## src/rtl/intc_pkg.sv

```systemverilog
package intc_pkg;
    localparam int NSRC = 6;
    localparam int DW   = 8;
    localparam int ID_W = $clog2(NSRC);

    typedef enum logic [1:0] {
        SEL_ENABLE = 2'd0,
        SEL_PRIO   = 2'd1,
        SEL_FLAGS  = 2'd2,
        SEL_MODE   = 2'd3
    } reg_sel_e;

    // enable register: global bit position
    localparam int EA_BIT = 7;

    // flag register bit positions
    localparam int FB_X0   = 0;
    localparam int FB_T0   = 1;
    localparam int FB_X1   = 2;
    localparam int FB_T1   = 3;
    localparam int FB_RI   = 4;
    localparam int FB_TI   = 5;
    localparam int FB_TF2  = 6;
    localparam int FB_EXF2 = 7;

    // writable-bit masks
    localparam logic [DW-1:0] EN_MASK   = 8'hBF;
    localparam logic [DW-1:0] PRI_MASK  = 8'h3F;
endpackage

```

## src/rtl/intc_ctrl_regs.sv

```systemverilog
module intc_ctrl_regs
    import intc_pkg::*;
(
    input  logic          clk,
    input  logic          rst_n,
    input  logic          sw_we,
    input  logic [1:0]    sw_sel,
    input  logic [DW-1:0] sw_wdata,
    output logic [DW-1:0] en_q,
    output logic [DW-1:0] pri_q,
    output logic [1:0]    mode_q
);
    typedef struct packed {
        logic [DW-1:0] en;
        logic [DW-1:0] pri;
        logic [1:0]    mode;
    } regs_t;

    regs_t st_d, st_q;

    always_comb begin
        st_d = st_q;
        if (sw_we) begin
            case (reg_sel_e'(sw_sel))
                SEL_ENABLE: st_d.en   = sw_wdata & EN_MASK;
                SEL_PRIO:   st_d.pri  = sw_wdata & PRI_MASK;
                SEL_MODE:   st_d.mode = sw_wdata[1:0];
                default:    ;
            endcase
        end
    end

    always_ff @(posedge clk) begin
        if (!rst_n) st_q <= '0;
        else        st_q <= st_d;
    end

    assign en_q   = st_q.en;
    assign pri_q  = st_q.pri;
    assign mode_q = st_q.mode;

    // the unused enable bit never reads back as set
    p_unused_bit_zero_r7: assert property (@(posedge clk) disable iff (!rst_n)
        !en_q[6]);
endmodule

```

## src/rtl/intc_flags.sv

```systemverilog
module intc_flags
    import intc_pkg::*;
(
    input  logic            clk,
    input  logic            rst_n,
    input  logic [1:0]      ext_pin_n,
    input  logic [1:0]      mode,
    input  logic [1:0]      tmr_ovf,
    input  logic            ser_rx_done,
    input  logic            ser_tx_done,
    input  logic            t2_ovf,
    input  logic            t2_ext,
    input  logic            flag_we,
    input  logic [DW-1:0]   flag_wdata,
    input  logic            ack_fire,
    input  logic [ID_W-1:0] ack_id,
    output logic [DW-1:0]   flags_q,
    output logic [NSRC-1:0] src_req
);
    typedef struct packed {
        logic [DW-1:0] flags;
        logic [1:0]    pin_q;
    } flag_st_t;

    flag_st_t st_d, st_q;
    logic [DW-1:0] hw_set;
    logic [DW-1:0] ack_clr;
    logic [DW-1:0] base;
    logic [1:0]    fall;

    always_comb begin
        st_d       = st_q;
        st_d.pin_q = ext_pin_n;
        fall       = st_q.pin_q & ~ext_pin_n;

        hw_set          = '0;
        hw_set[FB_X0]   = fall[0];
        hw_set[FB_X1]   = fall[1];
        hw_set[FB_T0]   = tmr_ovf[0];
        hw_set[FB_T1]   = tmr_ovf[1];
        hw_set[FB_RI]   = ser_rx_done;
        hw_set[FB_TI]   = ser_tx_done;
        hw_set[FB_TF2]  = t2_ovf;
        hw_set[FB_EXF2] = t2_ext;

        ack_clr = '0;
        if (ack_fire) begin
            case (ack_id)
                3'd0:    ack_clr[FB_X0] = mode[0];
                3'd1:    ack_clr[FB_T0] = 1'b1;
                3'd2:    ack_clr[FB_X1] = mode[1];
                3'd3:    ack_clr[FB_T1] = 1'b1;
                default: ack_clr = '0;
            endcase
        end

        base       = flag_we ? flag_wdata : (st_q.flags & ~ack_clr);
        st_d.flags = base | hw_set;
        if (!mode[0]) st_d.flags[FB_X0] = ~ext_pin_n[0];
        if (!mode[1]) st_d.flags[FB_X1] = ~ext_pin_n[1];
    end

    always_ff @(posedge clk) begin
        if (!rst_n) begin
            st_q.flags <= '0;
            st_q.pin_q <= 2'b11;
        end else begin
            st_q <= st_d;
        end
    end

    assign flags_q = st_q.flags;
    assign src_req = {st_q.flags[FB_TF2] | st_q.flags[FB_EXF2],
                      st_q.flags[FB_RI]  | st_q.flags[FB_TI],
                      st_q.flags[FB_T1], st_q.flags[FB_X1],
                      st_q.flags[FB_T0], st_q.flags[FB_X0]};

    // a falling pin in edge mode raises the flag on the next edge
    p_edge_sets_r2: assert property (@(posedge clk) disable iff (!rst_n)
        (mode[0] && st_q.pin_q[0] && !ext_pin_n[0]) |=> flags_q[FB_X0]);

    // a level-mode flag mirrors the inverted pin
    p_level_tracks_r3: assert property (@(posedge clk) disable iff (!rst_n)
        !mode[1] |=> (flags_q[FB_X1] == !$past(ext_pin_n[1])));

    // acknowledged timer 0 flag is cleared
    p_tmr_ack_clears_r4: assert property (@(posedge clk) disable iff (!rst_n)
        (ack_fire && ack_id == 3'd1 && !flag_we && !tmr_ovf[0]) |=> !flags_q[FB_T0]);

    // the receive flag survives an acknowledge of the serial source
    p_serial_kept_r5: assert property (@(posedge clk) disable iff (!rst_n)
        (ack_fire && ack_id == 3'd4 && flags_q[FB_RI] && !flag_we) |=> flags_q[FB_RI]);
endmodule

```

## src/rtl/intc_pick.sv

```systemverilog
module intc_pick #(
    parameter int N     = 6,
    parameter int IDX_W = $clog2(N)
) (
    input  logic [N-1:0]     req,
    output logic             found,
    output logic [IDX_W-1:0] idx
);
    always_comb begin
        found = 1'b0;
        idx   = '0;
        for (int i = N - 1; i >= 0; i--) begin
            if (req[i]) begin
                found = 1'b1;
                idx   = IDX_W'(i);
            end
        end
    end
endmodule

```

## src/rtl/intc_service.sv

```systemverilog
module intc_service
    import intc_pkg::*;
#(
    parameter int ADDR_W     = 16,
    parameter int VEC_BASE   = 3,
    parameter int VEC_STRIDE = 8
) (
    input  logic              clk,
    input  logic              rst_n,
    input  logic [NSRC-1:0]   src_req,
    input  logic [NSRC-1:0]   src_en,
    input  logic              glob_en,
    input  logic [NSRC-1:0]   src_hi,
    input  logic              vec_ack,
    input  logic              ret_pulse,
    output logic              vec_req,
    output logic [ID_W-1:0]   vec_id,
    output logic [ADDR_W-1:0] vec_addr,
    output logic              ack_fire
);
    typedef struct packed {
        logic hi_act;
        logic lo_act;
    } svc_t;

    svc_t st_d, st_q;
    logic [NSRC-1:0] elig;
    logic [NSRC-1:0] cand  [2];
    logic            found [2];
    logic [ID_W-1:0] idx   [2];
    logic            win_hi, win_lo;

    assign elig = src_req & src_en & {NSRC{glob_en}};

    // index 0: low level, index 1: high level
    for (genvar g = 0; g < 2; g++) begin : g_level
        assign cand[g] = elig & (g == 1 ? src_hi : ~src_hi);
        intc_pick #(.N(NSRC), .IDX_W(ID_W)) u_pick (
            .req   (cand[g]),
            .found (found[g]),
            .idx   (idx[g])
        );
    end

    always_comb begin
        st_d     = st_q;
        win_hi   = found[1] & ~st_q.hi_act;
        win_lo   = found[0] & ~st_q.hi_act & ~st_q.lo_act;
        vec_req  = win_hi | win_lo;
        vec_id   = win_hi ? idx[1] : idx[0];
        vec_addr = ADDR_W'(VEC_BASE) + ADDR_W'(vec_id) * ADDR_W'(VEC_STRIDE);
        ack_fire = vec_ack & vec_req;
        if (ack_fire) begin
            if (win_hi) st_d.hi_act = 1'b1;
            else        st_d.lo_act = 1'b1;
        end else if (ret_pulse) begin
            if (st_q.hi_act) st_d.hi_act = 1'b0;
            else             st_d.lo_act = 1'b0;
        end
    end

    always_ff @(posedge clk) begin
        if (!rst_n) st_q <= '0;
        else        st_q <= st_d;
    end

    // global enable off means no request
    p_ea_blocks_r7: assert property (@(posedge clk) disable iff (!rst_n)
        !glob_en |-> !vec_req);

    // nothing is presented during high-level service
    p_hi_not_preempted_r11: assert property (@(posedge clk) disable iff (!rst_n)
        st_q.hi_act |-> !vec_req);

    // during low-level service only a high-level source is presented
    p_lo_only_high_r11: assert property (@(posedge clk) disable iff (!rst_n)
        (vec_req && st_q.lo_act) |-> src_hi[vec_id]);

    // an accepted acknowledge leaves some level in service
    p_ack_marks_r11: assert property (@(posedge clk) disable iff (!rst_n)
        ack_fire |=> (st_q.hi_act || st_q.lo_act));

    // return releases the high level and keeps the low level
    p_ret_hi_r12: assert property (@(posedge clk) disable iff (!rst_n)
        (ret_pulse && !ack_fire && st_q.hi_act) |=> (!st_q.hi_act && st_q.lo_act == $past(st_q.lo_act)));

    // address follows the ID
    p_addr_r10: assert property (@(posedge clk) disable iff (!rst_n)
        vec_req |-> (vec_addr[2:0] == 3'd3 && vec_addr[ADDR_W-1:6] == '0));
endmodule

```

## src/rtl/intc_two_level.sv

```systemverilog
module intc_two_level
    import intc_pkg::*;
#(
    parameter int ADDR_W     = 16,
    parameter int VEC_BASE   = 3,
    parameter int VEC_STRIDE = 8
) (
    input  logic              clk,
    input  logic              rst_n,
    input  logic [1:0]        ext_pin_n,
    input  logic [1:0]        tmr_ovf,
    input  logic              ser_rx_done,
    input  logic              ser_tx_done,
    input  logic              t2_ovf,
    input  logic              t2_ext,
    input  logic              sw_we,
    input  logic [1:0]        sw_sel,
    input  logic [DW-1:0]     sw_wdata,
    output logic [DW-1:0]     sw_rdata,
    output logic              vec_req,
    output logic [ID_W-1:0]   vec_id,
    output logic [ADDR_W-1:0] vec_addr,
    input  logic              vec_ack,
    input  logic              ret_pulse
);
    logic [DW-1:0]   en_q, pri_q, flags_q;
    logic [1:0]      mode_q;
    logic [NSRC-1:0] src_req;
    logic            ack_fire;
    logic            flag_we;

    assign flag_we = sw_we && (reg_sel_e'(sw_sel) == SEL_FLAGS);

    intc_ctrl_regs u_regs (
        .clk      (clk),
        .rst_n    (rst_n),
        .sw_we    (sw_we),
        .sw_sel   (sw_sel),
        .sw_wdata (sw_wdata),
        .en_q     (en_q),
        .pri_q    (pri_q),
        .mode_q   (mode_q)
    );

    intc_flags u_flags (
        .clk         (clk),
        .rst_n       (rst_n),
        .ext_pin_n   (ext_pin_n),
        .mode        (mode_q),
        .tmr_ovf     (tmr_ovf),
        .ser_rx_done (ser_rx_done),
        .ser_tx_done (ser_tx_done),
        .t2_ovf      (t2_ovf),
        .t2_ext      (t2_ext),
        .flag_we     (flag_we),
        .flag_wdata  (sw_wdata),
        .ack_fire    (ack_fire),
        .ack_id      (vec_id),
        .flags_q     (flags_q),
        .src_req     (src_req)
    );

    intc_service #(
        .ADDR_W     (ADDR_W),
        .VEC_BASE   (VEC_BASE),
        .VEC_STRIDE (VEC_STRIDE)
    ) u_svc (
        .clk       (clk),
        .rst_n     (rst_n),
        .src_req   (src_req),
        .src_en    (en_q[NSRC-1:0]),
        .glob_en   (en_q[EA_BIT]),
        .src_hi    (pri_q[NSRC-1:0]),
        .vec_ack   (vec_ack),
        .ret_pulse (ret_pulse),
        .vec_req   (vec_req),
        .vec_id    (vec_id),
        .vec_addr  (vec_addr),
        .ack_fire  (ack_fire)
    );

    always_comb begin
        case (reg_sel_e'(sw_sel))
            SEL_ENABLE: sw_rdata = en_q;
            SEL_PRIO:   sw_rdata = pri_q;
            SEL_FLAGS:  sw_rdata = flags_q;
            default:    sw_rdata = {6'd0, mode_q};
        endcase
    end
endmodule

```

## config.mk

```make
export PLATFORM = sky130hd
export DESIGN_NAME = intc_two_level
export DESIGN_NICKNAME = d
export VERILOG_FILES = /design/src/rtl/intc_pkg.sv /design/src/rtl/intc_ctrl_regs.sv /design/src/rtl/intc_flags.sv /design/src/rtl/intc_pick.sv /design/src/rtl/intc_service.sv /design/src/rtl/intc_two_level.sv
export SDC_FILE = /design/constraint.sdc
export NUM_CORES = 1
export LEC_CHECK = 0
export ABC_AREA = 1
export BUFFER_PORTS_ARGS = -buffer_cell sky130_fd_sc_hd__buf_2
export CAP_MARGIN = 20
export CORE_MARGIN = 5
export CORE_UTILIZATION = 57
export CTS_BUF_LIST = sky130_fd_sc_hd__clkbuf_4
export CTS_CLUSTER_DIAMETER = 120
export DETAILED_ROUTE_END_ITERATION = 8
export PLACE_DENSITY = 0.87
export SETUP_SLACK_MARGIN = 0.1
export SLEW_MARGIN = 20
export SYNTH_ARGS = -nofsm -noshare
export SYNTH_HDL_FRONTEND = slang
export SYNTH_SLANG_ARGS = --single-unit
export TNS_END_PERCENT = 10
```

## constraint.sdc

```tcl
create_clock -name clk -period 3.95 [get_ports clk]
set_clock_uncertainty 0.1 [all_clocks]
set_input_delay 0.395 -clock clk [delete_from_list [all_inputs] [get_ports clk]]
set_output_delay 0.395 -clock clk [all_outputs]
set_load 0.02 [all_outputs]
```

After elaboration in Yosys (flattened, before gate mapping)
Cells that the tools add are included.
- memories: 0
- bits in latches: 0
- output and inout port bits: 28
- bits in read-only memories: 0
- bits in writable memories: 0
- flip-flop bits (word level): 27
- bits of input ports: 23
- logic and storage cells: 86
- bitwise logic cells: 21
- eq/ne operators: 9
- multiplexer cells: 39
- reduce and logical (&&, ||, !) cells: 9
- div/mod/pow operators: 0
- order comparisons: 0
- $mul: 0
- shift operators: 0
- add/subtract/negate cells: 1
- operators with widths (operator ; number):
    $mux 3 ; 13
    $and 6x6->6 ; 4
    $pmux 8 s3 ; 1
    $mux 1 ; 21
    $and 8x8->8 ; 1
    $mux 8 ; 1
    $not 4->8 ; 1
    $or 8x8->8 ; 1
    $reduce_and 2->1 ; 4
    $add 2x6->7 const A ; 1
    $eq 3x2->1 const B ; 2
    $not 6->6 ; 1
    $and 1x1->1 ; 4
    $eq 2x2->1 const B ; 2
    $mux 2 ; 2
    $mux 4 ; 1
    $ne 2x2->1 const B ; 2
    $not 1->1 ; 4
    $eq 3x1->1 const B ; 1
    $logic_not 3->1 ; 1
    $or 1x1->1 ; 3
    $reduce_and 3->1 ; 1
    $and 2x2->2 ; 1
    $eq 2x1->1 const B ; 1
    5 further kinds ; 5

Logic depth before layout (Yosys ltp)
Gate-level depths: netlist of run 1.
- depth after elaboration: 20
- depth in mapped cells: 15
- mapped depth without buffers: 15

Hierarchy
From an unflattened synthesis of run 1, not the netlist that was laid out.
- cell total of the unflattened synthesis: 327
- area total of the unflattened synthesis: 2006.9 um2
- by module, submodules not included (module ; cells each ; seq. area each (um2) ; instances ; area an instance (um2)):
    intc_ctrl_regs ; 103 ; 300.3 ; 1 ; 680.7
    intc_flags ; 83 ; 200.2 ; 1 ; 556.8
    intc_service ; 70 ; 40.0 ; 1 ; 385.4
    intc_two_level ; 41 ; 0.0 ; 1 ; 239.0
    intc_pick ; 15 ; 0.0 ; 2 ; 72.6

Least setup slack after synthesis of run 1
No wires, ideal clock.
- path type: reg2out
- start point: reg u_regs.st_q, in the netlist u_regs.en_q[7]
- end point: out vec_id[0]
- cell stages (with the launch flop): 12
- data arrival time: 1439 ps
- path buffers: 2
- slack: 2016 ps
- data required time: 3455 ps
- cells stage by stage: dfxtp_1 -> buf_6 -> nand4_1 -> nand2_2 -> nor2_2 -> nand2_4 -> nand2_4 -> nand2_1 -> nor2_1 -> nor2_2 -> inv_1 -> buf_4
- longest elaborated chain between the ends: 10
- elaborated cells on any way between the ends: 23
- classes of those cells: 19 x mux; 4 x bitwise
- ends and longest elaborated chain (what ; RTL line ; source):
    start: declaration ; intc_ctrl_regs.sv:19 ; regs_t st_d, st_q;
    start signal: assignment ; intc_ctrl_regs.sv:35 ; else st_q <= st_d;
    $and 6x6->6 (*) ; intc_service.sv:33 ; assign elig = src_req & src_en & {NSRC{glob_en}};
    $and 6x6->6 ; intc_service.sv:37 ; assign cand[g] = elig & (g == 1 ? src_hi : ~src_hi);
    $mux 1 (6 in series) ; intc_pick.sv:13 ; if (req[i]) begin
    $and 1x1->1 ; intc_service.sv:47 ; win_hi = found[1] & ~st_q.hi_act;
    $mux 3 (*) ; intc_service.sv:50 ; vec_id = win_hi ? idx[1] : idx[0];
    end: declaration ; intc_two_level.sv:21 ; output logic [ID_W-1:0] vec_id,
Every way passes the cells marked *; elsewhere a longest branch is shown, timed or not.

Final worst setup path of run 1
- start point: reg u_regs.st_q, in the netlist u_regs.en_q[7]
- end point: out vec_addr[3]
- longest elaborated chain between the ends: 11
- elaborated cells on any way between the ends: 24
- classes of those cells: 1 x add/sub; 19 x mux; 4 x bitwise
- ends and longest elaborated chain (what ; RTL line ; source):
    $and 6x6->6 (*) ; intc_service.sv:33 ;
    $and 6x6->6 ; intc_service.sv:37 ;
    $mux 1 (6 in series) ; intc_pick.sv:13 ;
    $and 1x1->1 ; intc_service.sv:47 ;
    $mux 3 (*) ; intc_service.sv:50 ;
    $add 2x6->7 (*) ; intc_service.sv:51 ; vec_addr = ADDR_W'(VEC_BASE) + ADDR_W'(vec_id) * ADDR_W'(VEC_STRIDE);
    end: declaration ; intc_two_level.sv:22 ; output logic [ADDR_W-1:0] vec_addr,
Marked as above.

==> results of run 1 <==
-- stage by stage --
step                hold slack (ns)  util (%)  cells  total power (W)
floorplan                     0.313         -    268         0.000381
global placement              0.323      64.3    314         0.000402
detailed placement            0.337      64.3    314         0.000403
CTS                           0.154      65.4    318         0.000526
global route                  0.154      65.4    318         0.000553
finish                        0.161      65.4    318         0.000523
-- power by group --
part | internal (W) | switching [W]
Clock | 0.0000464 | 0.0000783
Combinational | 0.0000322 | 0.0000654
Sequential | 0.000288 | 0.0000126
-- flip-flops by register name (all words and copies together), names as in the netlist --
| register | cells |
|---|---|
| u_flags.flags_q | 8 |
| u_flags.st_q | 2 |
| u_regs.pri_q | 6 |
| u_regs.mode_q | 2 |
| u_svc.st_q | 2 |
| u_regs.en_q | 7 |
-- area by class of cell --
cell class / instances / area [µm²]
clock buffer: 4 / 30.0
fill: 274 / 971
sequential: 27 / 541
multi-input combinational: 177 / 882
tap: 31 / 38.8
inverter: 42 / 158
timing repair buffer: 37 / 185
-- path summary, 6_finish.rpt --
check                        to  slack [ns]
max                 vec_addr[3]        1.43
min             u_flags.st_q[0]        0.16
max reg2reg  u_flags.flags_q[2]        1.98
min reg2reg  u_flags.flags_q[0]        0.37
-- cell usage in the layout (no fill, tap or decap) --
master / count
nand3_1: 10
nor2_2: 3
nand2_1: 52
o21bai_1: 5
and2_4: 1
a21oi_1: 18
nor3_1: 3
o21ai_0: 28
buf_2: 37
nand4_2: 1
nand4_1: 8
dfxtp_1: 27
a21boi_0: 2
nor2_4: 2
nor2_1: 15
a31o_2: 1
nand2_4: 2
nand2_2: 6
clkbuf_4: 4
conb_1: 13
or2_2: 2
a211oi_1: 1
o221ai_1: 2
o211ai_1: 2
inv_1: 42
-- layer usage --
metal	track usage (%)	vias to the layer above
met5	0	-
met4	7.39	0
met3	2.42	11
met2	30.4	60
met1	23.6	671
li1	-	861
-- kinds of logic (layout without fill, tap and decap cells) --
family,count (synthesis),after routing,synth area share (%)
other cells,2,13,0.444
simple gates,105,105,29.7
flops,27,27,32.0
compound gates,59,59,19.6
buf+inv,64,83,18.3
==> impl_metrics.toml, run 1 <==
[detailed_routing]
drc = 0
met3_length_um = 256
dr.pass1.iters = 4
route.vias.total = 1603
route.met2.wl_um = 1650
drt_iter0_drc = 69
routedWlPerCell_um = 11.6
wl_met1_um = 1690
drt_wl_total_um = 3680
ant_nets = 0
routed.top_layer = "met4"
vias_per_cell = 5.04

[sta]
layout_min_cycle_time_ns = 2.52
finalCritPeriodShare_pct = 63.7
setup_violations = 0
hold_viol = 0
max-slew-margin-rel_pct = 62.1
finalSetupTns_ns = 0
fmax_mhz = 397
setup_ws_ns = 1.43
slew_viol_final = 0
tightestPinTransition_ns = 0.567
rsz0062_at_grt = "no"

[hold_path]
holdCritPathClass = "primary input to flip-flop"
hp-start = "ext_pin_n[0]"
holdPathStages = 2

[critical_path]
critical_path_class = "flip-flop to primary output"
reg2reg_from = "u_regs.en_q[7]"
crit_required_ns = 3.45
crit_path_end_kind = "primary output"
crit_family = "simple AND/OR/NAND/NOR gates"
slowest_delay_ns = 0.56
path_buf_inv = 4
cp.depth = 12
critPathLaunchType = "flip-flop"
critPathLaunch = "u_regs.en_q[7]"
path_cells = "nand2_1 > inv_1 > nand3_1 > nand2_1 > inv_1 > nand2_4 > nand2_4 > nand2_1 > nor2_1 > nor2_2 > inv_1 > buf_2"
reg2regPathDepth = 15
crit_fanout = 12
cp_slowest_cell = "dfxtp_1"
crit_arrival_ns = 2.02

[placed_design]
dpl_cell_area_um2 = 1800
routabilityCongestion = 0.930
preCtsSetupSlack_ns = 1.81
dpl.hpwl_um = 2960
port_buffers = 37

[synth]
yosys_warnings = 0
synth_flop_cell = "dfxtp_1"
synth-edff-count = 0
synth_cells = 257
yosysTopAreaCellShare_pct = 32.0
async_flop_share_pct = 0
syn_area_um2 = 1690
netlist_top_cells_area = "dfxtp_1 (32%), nand2_1 (12%), inv_1 (9.3%)"
ys_ff_latch = 27
synth.most_common_cell = "nand2_1"
ys_seq_area_share_pct = 32.0
synth.avg_cell_area_um2 = 6.58
ys_types = 28
netlist_top_cells_count = "nand2_1 (52), inv_1 (42), o21ai_0 (28)"
yosysTopAreaCell = "dfxtp_1"

[floorplanning]
fp-row-count = 19
core_um2 = 2810
pin_count = 51
start_util_pct = 60.3
die_w_um = 64.5
die_area_um2 = 4160
die-height_um = 64.5

[clock_network]
clkTransAtPathRegs_ns = 0.14
cts_buffers = 3
clkLatencyLatePin_ns = 0.32
postCtsSetupBuffers = 0
postCtsHoldBufs = 0
cts_tree = "built"
clk_path_buf_depth = 2
h-tree-depth = 1
cts_root_buf = "clkbuf_4"
cts_resized = 0
cts_num_sinks = 27

[outcome]
status = "finished clean"

[global_route]
grt_pass1_vias = 1469
grt_pass1_wl_um = 6200
grt_max_degree = 24
antenna_found_initial = 0
track_usage_pct = 18.1
grt_overflow_total = 0

[final_layout]
areaGrowthSynthToFinish_pct = 8.43
drive_gt1_share_pct = 20.6
n_antenna_cell = 0
num-nets-final = 311
final_area_um2 = 1830

[flow_run]
drv_cap = 0

[power]
powerDensity_nw_per_um2 = 285
p_leak_nw = 0.984
max-vdd-ir-drop_mv = 0.215
Power figures use the tool's default switching activity.
==> run 2: changes to the inputs <==
CORE_UTILIZATION = 48   (was 57)
PLACE_DENSITY = 0.78   (was 0.87)
clock period = 2.3 ns   (was 3.95 ns; I/O delays follow)
==> impl_metrics.toml, run 2 (synthesis gave the netlist of run 1 again) <==
[clock_network]
clk_path_buf_depth = 2
clkLatencyLatePin_ns = 0.32
h-tree-depth = 1
clkTransAtPathRegs_ns = 0.14
cts_buffers = 3
cts_num_sinks = 27
cts_root_buf = "clkbuf_4"
cts_tree = "built"

[sta]
timing.hold.ws_ns = 0.00750
rsz0062_at_grt = "no"
finalCritPeriodShare_pct = 91.1
finalSetupTns_ns = 0
hold_viol = 0
setup_violations = 0
layout_min_cycle_time_ns = 2.09
setup_ws_ns = 0.206
slew_viol_final = 0
fmax_mhz = 477

[critical_path]
path_buf_inv = 3
crit_path_end_kind = "primary output"
cp_slowest_cell = "dfxtp_4"
crit_fanout = 7
critPathLaunchType = "flip-flop"
slowest_delay_ns = 0.39
crit_family = "simple AND/OR/NAND/NOR gates"
critical_path_class = "flip-flop to primary output"
crit_required_ns = 1.97
crit_arrival_ns = 1.76
path_cells = "buf_6 > nand4_1 > nand2_2 > nor2_4 > nand2_4 > nand2_4 > buf_4 > nand2_1 > nand2_2 > buf_2"

[detailed_routing]
drc = 0
vias_per_cell = 4.95
drt_iter0_drc = 39
route.vias.total = 1677
dr.pass1.iters = 4
drt_wl_total_um = 3850
routedWlPerCell_um = 11.4
ant_nets = 0

[floorplanning]
die-height_um = 69.4
pin_count = 51
die_w_um = 69.4
core_um2 = 3360
fp-row-count = 21
start_util_pct = 50.3
die_area_um2 = 4810

[hold_path]
holdCritPathClass = "primary input to flip-flop"

[final_layout]
areaGrowthSynthToFinish_pct = 15.5
num-nets-final = 317
n_antenna_cell = 0
final_common_cell = "nand2_1"
largest_register_ffs = 8
drive_gt1_share_pct = 25.3
final_cell_mix = "nand2_1 (49), inv_1 (40), buf_2 (35)"

[global_route]
antenna_found_initial = 0
grt_pass1_wl_um = 6460
grt_overflow_total = 0
grt_pass1_vias = 1554
grt_max_degree = 24
track_usage_pct = 15.9

[placed_design]
port_buffers = 37
dpl.hpwl_um = 3000
preCtsSetupSlack_ns = 0.347
routabilityCongestion = 0.843

[power]
p_leak_nw = 1.01
powerDensity_nw_per_um2 = 465
max-vdd-ir-drop_mv = 0.404
fin_total_pwr_w = 0.000908

[outcome]
status = "finished clean"

[flow_run]
drv_cap = 0
run 2: cell count changes in the layout (fill, tap and decap cells not counted), sizes merged:
cell         before  now
buf              37   41
dlygate4sd3       0    2
run 2: timing repair:
item / CTS / global route
hold endpoints to repair: 2 / 0
setup endpoints to repair: 2 / 2
hold buffers: 2 / 0
gates resized for setup: 1 / 19
setup buffers: 0 / 3
pin swaps: 0 / 4
run 2: worst min-delay path: stages:
cell and delay [ns]:
buf_2 0.07, o21ai_0 0.07, inv_1 0.04
run 2: power breakdown:
part | switching, W | total (W) | internal (W) | leakage, nW
clock network | 0.000135 | 0.000214 | 0.0000798 | 0.0184
logic | 0.000116 | 0.000178 | 0.0000617 | 0.772
registers | 0.0000216 | 0.000515 | 0.000494 | 0.224
run 2: worst paths after layout:
path                         from            endpoint  slack [ns]  cells past startpoint
hold / removal             t2_ovf  u_flags.flags_q[6]       0.008                      3
setup / recovery   u_regs.en_q[7]           vec_id[1]        0.21                     10
hold reg to reg   u_flags.st_q[0]  u_flags.flags_q[0]        0.37                      2
setup reg to reg   u_regs.en_q[7]  u_flags.flags_q[2]        0.40                     15
run 2: metrics by stage:
| step | instance area, µm² | utilization, % | instances |
|---|---|---|---|
| 3_3_place_gp | 1830 | 54.4 | 330 |
| 4_1_cts | 1880 | 56.0 | 336 |
| 6_report | 1950 | 58.1 | 339 |
| 5_1_grt | 1950 | 58.1 | 339 |
| 3_5_place_dp | 1830 | 54.4 | 330 |
| 2_1_floorplan | 1730 | - | 268 |
run 2: per-layer routing:
| metal | vias up | track usage [%] | part of all wire (%) |
|---|---|---|---|
| li1 | 868 | - | - |
| met2 | 53 | 26.2 | 45 |
| met1 | 749 | 20.3 | 46 |
| met5 | - | 0 | 0 |
| met3 | 7 | 2.90 | 6.5 |
| met4 | 0 | 6.51 | 2.1 |
run 2: final cells by class:
type / count / area, µm²
fill: 359 / 1410
multi-input combinational: 177 / 910
sequential: 27 / 547
timing repair buffer: 43 / 251
inverter: 42 / 158
tap: 46 / 57.6
clock buffer: 4 / 30.0
